--- src/rtl/reply_rx_pkg.sv ---
package reply_rx_pkg;
  typedef enum logic [2:0] {
    RES_OK = 3'd0, RES_ABORT_ACK = 3'd1, RES_PROTO = 3'd2, RES_DEV_ERR = 3'd3,
    RES_NAK = 3'd4, RES_VENDOR = 3'd5, RES_TIMEOUT = 3'd6, RES_UNKNOWN = 3'd7
  } result_e;

  localparam int RD_BIT = 7;
  localparam int WR_BIT = 0;
  localparam logic [7:0] VER_BYTE    = 8'h01;
  localparam logic [7:0] CTL_DATA    = 8'h04;
  localparam logic [7:0] CTL_EXT     = 8'h10;
  localparam logic [7:0] CTL_EXT_ABT = 8'h18;
  localparam logic [7:0] CTL_ERROR   = 8'h20;
  localparam logic [7:0] NAK_BYTE    = 8'h15;
  localparam logic [7:0] VENDOR_MARK = 8'h80;
  localparam logic [15:0] VENDOR_LEN = 16'h6D00;
  localparam logic [15:0] INNER_HDR  = 16'd6;

  typedef struct packed {
    logic    rxStart;
    logic    hdrTake;
    logic    bodyTake;
    logic    pollTick;
    logic    grantSel;
    logic    abortSel;
    logic    sendTake;
    logic    pauseTick;
    logic    finish;
    result_e code;
  } dpCmd_t;

  typedef struct packed {
    logic       hdrLast;
    logic       bodyLast;
    logic       lenZero;
    logic       pollLast;
    logic       sendLast;
    logic       pauseLast;
    logic       grantFull;
    logic       verOk;
    logic       vendorHit;
    logic       nakByte;
    logic [7:0] ctl;
  } dpFlag_t;
endpackage

--- src/rtl/reply_rx_dp.sv ---
module reply_rx_dp
  import reply_rx_pkg::*;
#(
  parameter int MAX_POLLS    = 5000,
  parameter int MAX_GRANTS   = 50,
  parameter int PAUSE_CYCLES = 20
) (
  input  logic        clk,
  input  logic        rstN,
  input  dpCmd_t      cmd,
  input  logic [7:0]  rdByte,
  output dpFlag_t     flg,
  output logic [7:0]  wrByte,
  output logic        payValid,
  output logic [7:0]  payByte,
  output logic        done,
  output logic [2:0]  result,
  output logic [15:0] length
);
  localparam int POLL_W  = $clog2(MAX_POLLS + 1);
  localparam int GRANT_W = $clog2(MAX_GRANTS + 1);
  localparam int PAUSE_W = $clog2(PAUSE_CYCLES + 1);

  logic [15:0]        byteIdx, lenReg;
  logic [POLL_W-1:0]  pollCnt;
  logic [GRANT_W-1:0] grantCnt;
  logic [PAUSE_W-1:0] pauseCnt;
  logic [7:0]         ctlReg, body1;
  logic               verReg, frameAbort;

  always_ff @(posedge clk or negedge rstN) begin
    if (!rstN) begin
      byteIdx <= '0; lenReg <= '0; pollCnt <= '0; grantCnt <= '0; pauseCnt <= '0;
      ctlReg <= '0; body1 <= '0; verReg <= 1'b0; frameAbort <= 1'b0;
      payValid <= 1'b0; payByte <= '0; done <= 1'b0; result <= '0; length <= '0;
    end else begin
      payValid <= 1'b0;
      done     <= 1'b0;
      pollCnt  <= cmd.pollTick ? pollCnt + 1'b1 : '0;
      pauseCnt <= cmd.pauseTick ? pauseCnt + 1'b1 : '0;
      if (cmd.rxStart) begin
        byteIdx  <= '0;
        grantCnt <= '0;
      end
      if (cmd.hdrTake) begin
        byteIdx <= flg.hdrLast ? 16'd0 : byteIdx + 16'd1;
        case (byteIdx[1:0])
          2'd0:    verReg <= (rdByte == VER_BYTE);
          2'd1:    ctlReg <= rdByte;
          2'd2:    lenReg[15:8] <= rdByte;
          default: lenReg[7:0] <= rdByte;
        endcase
      end
      if (cmd.bodyTake) begin
        byteIdx <= byteIdx + 16'd1;
        if (byteIdx == 16'd1) body1 <= rdByte;
        if (byteIdx >= INNER_HDR) begin
          payValid <= 1'b1;
          payByte  <= rdByte;
        end
      end
      if (cmd.grantSel) begin
        grantCnt   <= grantCnt + 1'b1;
        frameAbort <= 1'b0;
      end
      if (cmd.abortSel) begin
        grantCnt   <= '0;
        frameAbort <= 1'b1;
      end
      if (cmd.sendTake) byteIdx <= flg.sendLast ? 16'd0 : byteIdx + 16'd1;
      if (cmd.finish) begin
        done   <= 1'b1;
        result <= cmd.code;
        length <= (cmd.code == RES_OK && lenReg > INNER_HDR) ? lenReg - INNER_HDR : 16'd0;
      end
    end
  end

  always_comb begin
    flg.hdrLast   = (byteIdx == 16'd3);
    flg.bodyLast  = (byteIdx == lenReg - 16'd1);
    flg.lenZero   = (lenReg == 16'd0);
    flg.pollLast  = (pollCnt == POLL_W'(MAX_POLLS - 1));
    flg.sendLast  = (byteIdx == 16'd3);
    flg.pauseLast = (pauseCnt == PAUSE_W'(PAUSE_CYCLES - 1));
    flg.grantFull = (grantCnt == GRANT_W'(MAX_GRANTS));
    flg.verOk     = verReg;
    flg.vendorHit = (lenReg == VENDOR_LEN) && (body1 == VENDOR_MARK);
    flg.nakByte   = (rdByte == NAK_BYTE);
    flg.ctl       = ctlReg;
    case (byteIdx[1:0])
      2'd0:    wrByte = VER_BYTE;
      2'd1:    wrByte = frameAbort ? CTL_EXT_ABT : CTL_EXT;
      default: wrByte = 8'h00;
    endcase
  end

  p_poll_bound_r10: assert property (@(posedge clk) disable iff (!rstN)
    pollCnt <= POLL_W'(MAX_POLLS - 1));
  p_grant_bound_r5: assert property (@(posedge clk) disable iff (!rstN)
    grantCnt <= GRANT_W'(MAX_GRANTS));
  p_done_pulse_r7: assert property (@(posedge clk) disable iff (!rstN)
    done |=> !done);
  p_pay_len_r3: assert property (@(posedge clk) disable iff (!rstN)
    payValid |-> (lenReg > INNER_HDR));
endmodule

--- src/rtl/reply_rx_ctl.sv ---
module reply_rx_ctl
  import reply_rx_pkg::*;
(
  input  logic    clk,
  input  logic    rstN,
  input  logic    start,
  input  logic    rdReady,
  input  logic    wrReady,
  input  logic    doneIn,
  input  dpFlag_t flg,
  output dpCmd_t  cmd,
  output logic    rdStrobe,
  output logic    wrStrobe,
  output logic    busy
);
  typedef enum logic [2:0] {S_IDLE, S_HDR, S_DISP, S_BODY, S_ERRB, S_SEND, S_PAUSE} state_e;
  state_e st, nxt;

  always_ff @(posedge clk or negedge rstN) begin
    if (!rstN) st <= S_IDLE;
    else       st <= nxt;
  end

  assign busy = (st != S_IDLE);

  always_comb begin
    cmd      = '0;
    nxt      = st;
    rdStrobe = 1'b0;
    wrStrobe = 1'b0;
    case (st)
      S_IDLE: if (start) begin
        cmd.rxStart = 1'b1;
        nxt = S_HDR;
      end
      S_HDR, S_BODY, S_ERRB: begin
        if (rdReady) begin
          rdStrobe = 1'b1;
          if (st == S_HDR) begin
            cmd.hdrTake = 1'b1;
            if (flg.hdrLast) nxt = S_DISP;
          end else if (st == S_BODY) begin
            cmd.bodyTake = 1'b1;
            if (flg.bodyLast) begin
              cmd.finish = 1'b1;
              cmd.code   = flg.vendorHit ? RES_VENDOR : RES_OK;
              nxt = S_IDLE;
            end
          end else begin
            cmd.finish = 1'b1;
            cmd.code   = flg.nakByte ? RES_NAK : RES_DEV_ERR;
            nxt = S_IDLE;
          end
        end else if (flg.pollLast) begin
          cmd.finish = 1'b1;
          cmd.code   = RES_TIMEOUT;
          nxt = S_IDLE;
        end else begin
          cmd.pollTick = 1'b1;
        end
      end
      S_DISP: begin
        if (!flg.verOk) begin
          cmd.finish = 1'b1; cmd.code = RES_PROTO; nxt = S_IDLE;
        end else begin
          case (flg.ctl)
            CTL_DATA: if (flg.lenZero) begin
              cmd.finish = 1'b1; cmd.code = RES_OK; nxt = S_IDLE;
            end else nxt = S_BODY;
            CTL_EXT: begin
              if (flg.grantFull) cmd.abortSel = 1'b1;
              else               cmd.grantSel = 1'b1;
              nxt = S_SEND;
            end
            CTL_EXT_ABT: begin
              cmd.finish = 1'b1; cmd.code = RES_ABORT_ACK; nxt = S_IDLE;
            end
            CTL_ERROR: nxt = S_ERRB;
            default: begin
              cmd.finish = 1'b1; cmd.code = RES_UNKNOWN; nxt = S_IDLE;
            end
          endcase
        end
      end
      S_SEND: begin
        if (wrReady) begin
          wrStrobe     = 1'b1;
          cmd.sendTake = 1'b1;
          if (flg.sendLast) nxt = S_PAUSE;
        end else if (flg.pollLast) begin
          cmd.finish = 1'b1; cmd.code = RES_TIMEOUT; nxt = S_IDLE;
        end else begin
          cmd.pollTick = 1'b1;
        end
      end
      S_PAUSE: begin
        cmd.pauseTick = 1'b1;
        if (flg.pauseLast) nxt = S_HDR;
      end
      default: nxt = S_IDLE;
    endcase
  end

  p_done_idle_r3: assert property (@(posedge clk) disable iff (!rstN)
    doneIn |-> !busy);
  p_busy_start_r1: assert property (@(posedge clk) disable iff (!rstN)
    $rose(busy) |-> $past(start));
endmodule

--- src/rtl/reply_rx.sv ---
module reply_rx
  import reply_rx_pkg::*;
#(
  parameter int MAX_POLLS    = 5000,
  parameter int MAX_GRANTS   = 50,
  parameter int PAUSE_CYCLES = 20
) (
  input  logic        clk,
  input  logic        rstN,
  input  logic        start,
  input  logic [7:0]  devStat,
  input  logic [7:0]  rdByte,
  output logic        rdStrobe,
  output logic        wrStrobe,
  output logic [7:0]  wrByte,
  output logic        payValid,
  output logic [7:0]  payByte,
  output logic        done,
  output logic [2:0]  result,
  output logic [15:0] length,
  output logic        busy
);
  dpCmd_t  cmd;
  dpFlag_t flg;

  reply_rx_ctl u_ctl (
    .clk(clk), .rstN(rstN), .start(start),
    .rdReady(devStat[RD_BIT]), .wrReady(devStat[WR_BIT]), .doneIn(done),
    .flg(flg), .cmd(cmd), .rdStrobe(rdStrobe), .wrStrobe(wrStrobe), .busy(busy)
  );

  reply_rx_dp #(
    .MAX_POLLS(MAX_POLLS), .MAX_GRANTS(MAX_GRANTS), .PAUSE_CYCLES(PAUSE_CYCLES)
  ) u_dp (
    .clk(clk), .rstN(rstN), .cmd(cmd), .rdByte(rdByte), .flg(flg),
    .wrByte(wrByte), .payValid(payValid), .payByte(payByte),
    .done(done), .result(result), .length(length)
  );
endmodule

--- config.mk ---
export PLATFORM = sky130hd
export DESIGN_NAME = reply_rx
export DESIGN_NICKNAME = d
export VERILOG_FILES = /design/src/rtl/reply_rx_pkg.sv /design/src/rtl/reply_rx_dp.sv /design/src/rtl/reply_rx_ctl.sv /design/src/rtl/reply_rx.sv
export SDC_FILE = /design/constraint.sdc
export NUM_CORES = 1
export LEC_CHECK = 0
export BUFFER_PORTS_ARGS = -buffer_cell sky130_fd_sc_hd__buf_2
export CAP_MARGIN = 10
export CORE_ASPECT_RATIO = 0.8
export CORE_MARGIN = 5
export CORE_UTILIZATION = 47
export CTS_CLUSTER_DIAMETER = 200
export DETAILED_ROUTE_END_ITERATION = 6
export PLACE_DENSITY = 0.71
export SYNTH_ARGS = -nofsm -noshare
export SYNTH_HDL_FRONTEND = slang
export SYNTH_SLANG_ARGS = --single-unit
--- constraint.sdc ---
create_clock -name clk -period 3.1 [get_ports clk]
set_input_delay 0.31 -clock clk [delete_from_list [all_inputs] [get_ports clk]]
set_output_delay 0.31 -clock clk [all_outputs]
set_load 0.05 [all_outputs]
==> qor.csv <==
stage,metric,value,unit
power,leakage,0.00300,uW
timing,worst_slew_pin_slew,0.762,ns
placement,io_buffers,47,
logic_synthesis,synth_common_cells,"106 x dfrtp_1, 63 x nor2_1, 40 x mux2_2",
logic_synthesis,yosysMostFrequentCell,dfrtp_1,
die,initial_core_util,47.4,%
logic_synthesis,synth_edf_count,0,
placement,hpwl,10500,um
logic_synthesis,synth.top_cell.area_share,43.9,%
detailed_routing,drtIter0Drc,325,
worst_setup_path,crit_required,3.31,ns
die,rows,37,
layout,multi_input_area,3110,um2
logic_synthesis,ys_types,67,
layout,fin_nets,690,
timing,max_slew_margin,49.2,%
clock_tree,ctsResizeCount,0,
run_status,status,"finished, final reports clean",
detailed_routing,wirelength,14000,um
detailed_routing,dr_total_vias,4710,
detailed_routing,vias_per_cell,5.64,
layout,area_growth,12.9,%
layout,final_area,6810,um2
grt,grt_use_total,19.2,%
layout,regArea,2650,um2
timing,setup_viol,0,
timing,rsz0062_at_grt,no,
power,sequentialPowerShare,34.8,%
detailed_routing,drtAntennaViolNets,0,
worst_setup_path,cp-end-kind,flip-flop,
clock_tree,postCtsSetupRepairBufs,0,
clock_tree,cts.sinks,106,
logic_synthesis,ys.flop_type,dfrtp_1,
clock_tree,cts_made_buffers,9,
grt,grt_start_max_net_pins,60,
logic_synthesis,syn_area_per_cell,9.91,um2
timing,min_period_over_period,95.2,%
layout,fillCellCount,1158,
logic_synthesis,synth-async-reset-ratio,100,%
timing,clock_skew,0.00985,ns
logic_synthesis,synth_top_cell_by_area,dfrtp_1,
grt,overflow,0,
clock_tree,clk_latency,0.35,ns
grt,antenna_found_initial,0,
grt,grt_pass1_wl,23700,um
timing,hold_viol_final,0,
clock_tree,cts_buffer_depth,2,
die,die_y,111,um
power,power_frac_clock,16.9,%
worst_setup_path,crit_fanout,17,
detailed_routing,dr.pass1.iters,5,
power,comb_power_share,48.2,%
timing,period_needed,2.95,ns
power,powerDensity,952,nW/um2
clock_tree,h-tree-depth,3,
worst_setup_path,path_cells,"or4_4, nor3_2, nand2_1, nor4_1, nand4_1, a22oi_4, buf_12, o32ai_1",
logic_synthesis,ys_seq_elements,106,
power,peakVddDrop,0.000597,V
clock_tree,tritoncts,built,
placement,place_congestion,0.908,
timing,final.setup.tns,0,ns
clock_tree,cts-root-buf,clkbuf_16,
clock_tree,ctsHoldBuffers,0,
worst_setup_path,arrival,3.16,ns
power,power.internal,3560,uW
worst_setup_path,critPathLaunchType,flip-flop,
timing,report.final.slew_viol_count,0,
min_path,worstHoldPathType,input pin to async pin,
grt,grt_pass1_vias,4603,
worst_setup_path,cpPeakStageDelay,0.64,ns
die,die_x,137,um
logic_synthesis,synthCells,609,
placement,placed_cell_area,6520,um2
detailed_routing,drc,0,
die,core_region_area,12700,um2
logic_synthesis,yosysWarningCount,0,
power,swShare,45.2,%
logic_synthesis,ys_top_cells_by_area,"dfrtp_1 44%, mux2_2 7.5%, xnor2_1 4.5%",
logic_synthesis,syn_area,6040,um2
worst_setup_path,cp_slowest_cell,or4_4,
timing,max_freq,339,MHz
detailed_routing,wire_per_inst,16.8,um
die,die_area,15200,um2
clock_tree,path_clk_slew,0.07,ns
layout,diodes,0,
worst_setup_path,worstSetupPathType,flip-flop to flip-flop,
layout,drive_above_1_share,21.2,%
power,p_switching,2930,uW
die,io_pins,59,
flow_run,cap_violations,0,
logic_synthesis,ys_seq_area_share,43.9,%
[layout make-up]
type | count | share of cell area [%]
Sequential cell | 106 | 38.9
Multi-Input combinational cell | 438 | 45.6
Clock inverter | 5 | 0.679
Timing Repair Buffer | 66 | 6.13
Clock buffer | 10 | 3.51
Tap cell | 175 | 3.21
Inverter | 35 | 1.93
[stage by stage]
stage,setup slack (ns),total power [uW],hold slack [ns],std cells,utilization (%)
6_report,0.150,6490,0.0391,835,53.5
5_1_grt,0.0129,6910,0.114,835,53.5
4_1_cts,0.177,6510,0.0679,835,53.5
3_5_place_dp,0.188,5380,0.443,820,51.2
3_3_place_gp,0.254,5300,0.435,820,51.2
2_1_floorplan,0.504,4520,0.0144,613,-
[power by group through the flow]
stage	registers, uW	logic, uW	clock network (uW)
detailed placement	2270	3110	0
global route	2320	3380	1210
global placement	2240	3060	0
finish	2260	3130	1100
CTS	2240	3120	1140
floorplan	2510	2010	0
[per-layer routing]
metal	vias to the layer above	part of all wire (%)	GRT usage, %	routed length [um]
met5	-	0	0	0
met4	0	0.95	4.10	133
met3	13	5.5	4.65	764
met2	131	46	28.9	6380
met1	2333	48	28.4	6730
li1	2233	-	-	-
[kinds of logic after synthesis]
| group | Yosys count | share of synthesized area (%) |
|---|---|---|
| simple gates | 224 | 19.9 |
| flops | 106 | 43.9 |
| compound gates | 95 | 12.0 |
| buf+inv | 69 | 4.95 |
| xor+xnor | 58 | 8.42 |
| mux | 41 | 7.63 |
| fa+ha+maj | 15 | 3.11 |
| other cells | 1 | 0.0621 |
[sequential cells by signal (all words and copies together), names as in the netlist]
signal           cells
u_dp.ctlReg          8
u_dp.verReg          1
u_dp.lenReg         16
u_dp.done            1
u_dp.byteIdx        16
u_dp.frameAbort      1
u_dp.payValid        1
u_dp.body1           8
u_dp.length         16
u_ctl.st             3
u_dp.grantCnt        6
u_dp.pauseCnt        5
u_dp.pollCnt        13
u_dp.result          3
u_dp.payByte         8
[path summary, 6_finish.rpt]
path | from | end | slack [ns] | cells after the start
setup reg to reg | u_dp.lenReg[3]$_DFFE_PN0P_ | u_dp.length[4]$_DFFE_PN0P_ | 0.15 | 8
min in group clk | rdByte[1] | u_dp.lenReg[1]$_DFFE_PN0P_ | 0.30 | 2
hold reg to reg | u_dp.pauseCnt[0]$_DFF_PN0_ | u_dp.pauseCnt[0]$_DFF_PN0_ | 0.47 | 1
max in group asynchronous | rstN | u_dp.lenReg[14]$_DFFE_PN0P_ | 2.35 | 2
hold / removal | rstN | u_dp.grantCnt[2]$_DFFE_PN0P_ | 0.04 | 1
setup / recovery | u_dp.lenReg[3]$_DFFE_PN0P_ | u_dp.length[4]$_DFFE_PN0P_ | 0.15 | 8
[worst max-delay path: cells and delay by family, from the launching register on]
kind	cells	cell delay [ns]
flip-flops	1	0.59
AO/OA/AOI/OAI	2	0.36
buffers and inverters	1	0.18
AND/OR/NAND/NOR	5	1.69
[cells in the final DEF, fill, tap and decap left out, types with 6 or more instances in the layout]
cell,netlist,layout
a21oi_1,15,15
a31oi_1,6,6
and3_1,16,16
buf_2,5,46
buf_4,5,17
clkbuf_16,0,9
dfrtp_1,106,106
ha_1,15,15
inv_1,35,35
mux2_2,40,40
nand2_1,38,38
nand3_1,27,27
nand4_1,11,11
nor2_1,63,63
nor2b_1,10,10
nor3_1,10,10
nor4_1,9,9
o21ai_0,24,23
o31ai_1,6,6
o32ai_1,9,9
o32ai_2,7,7
xnor2_1,31,31
xor2_1,27,27
Note: power is estimated with default switching activity, not from simulation.
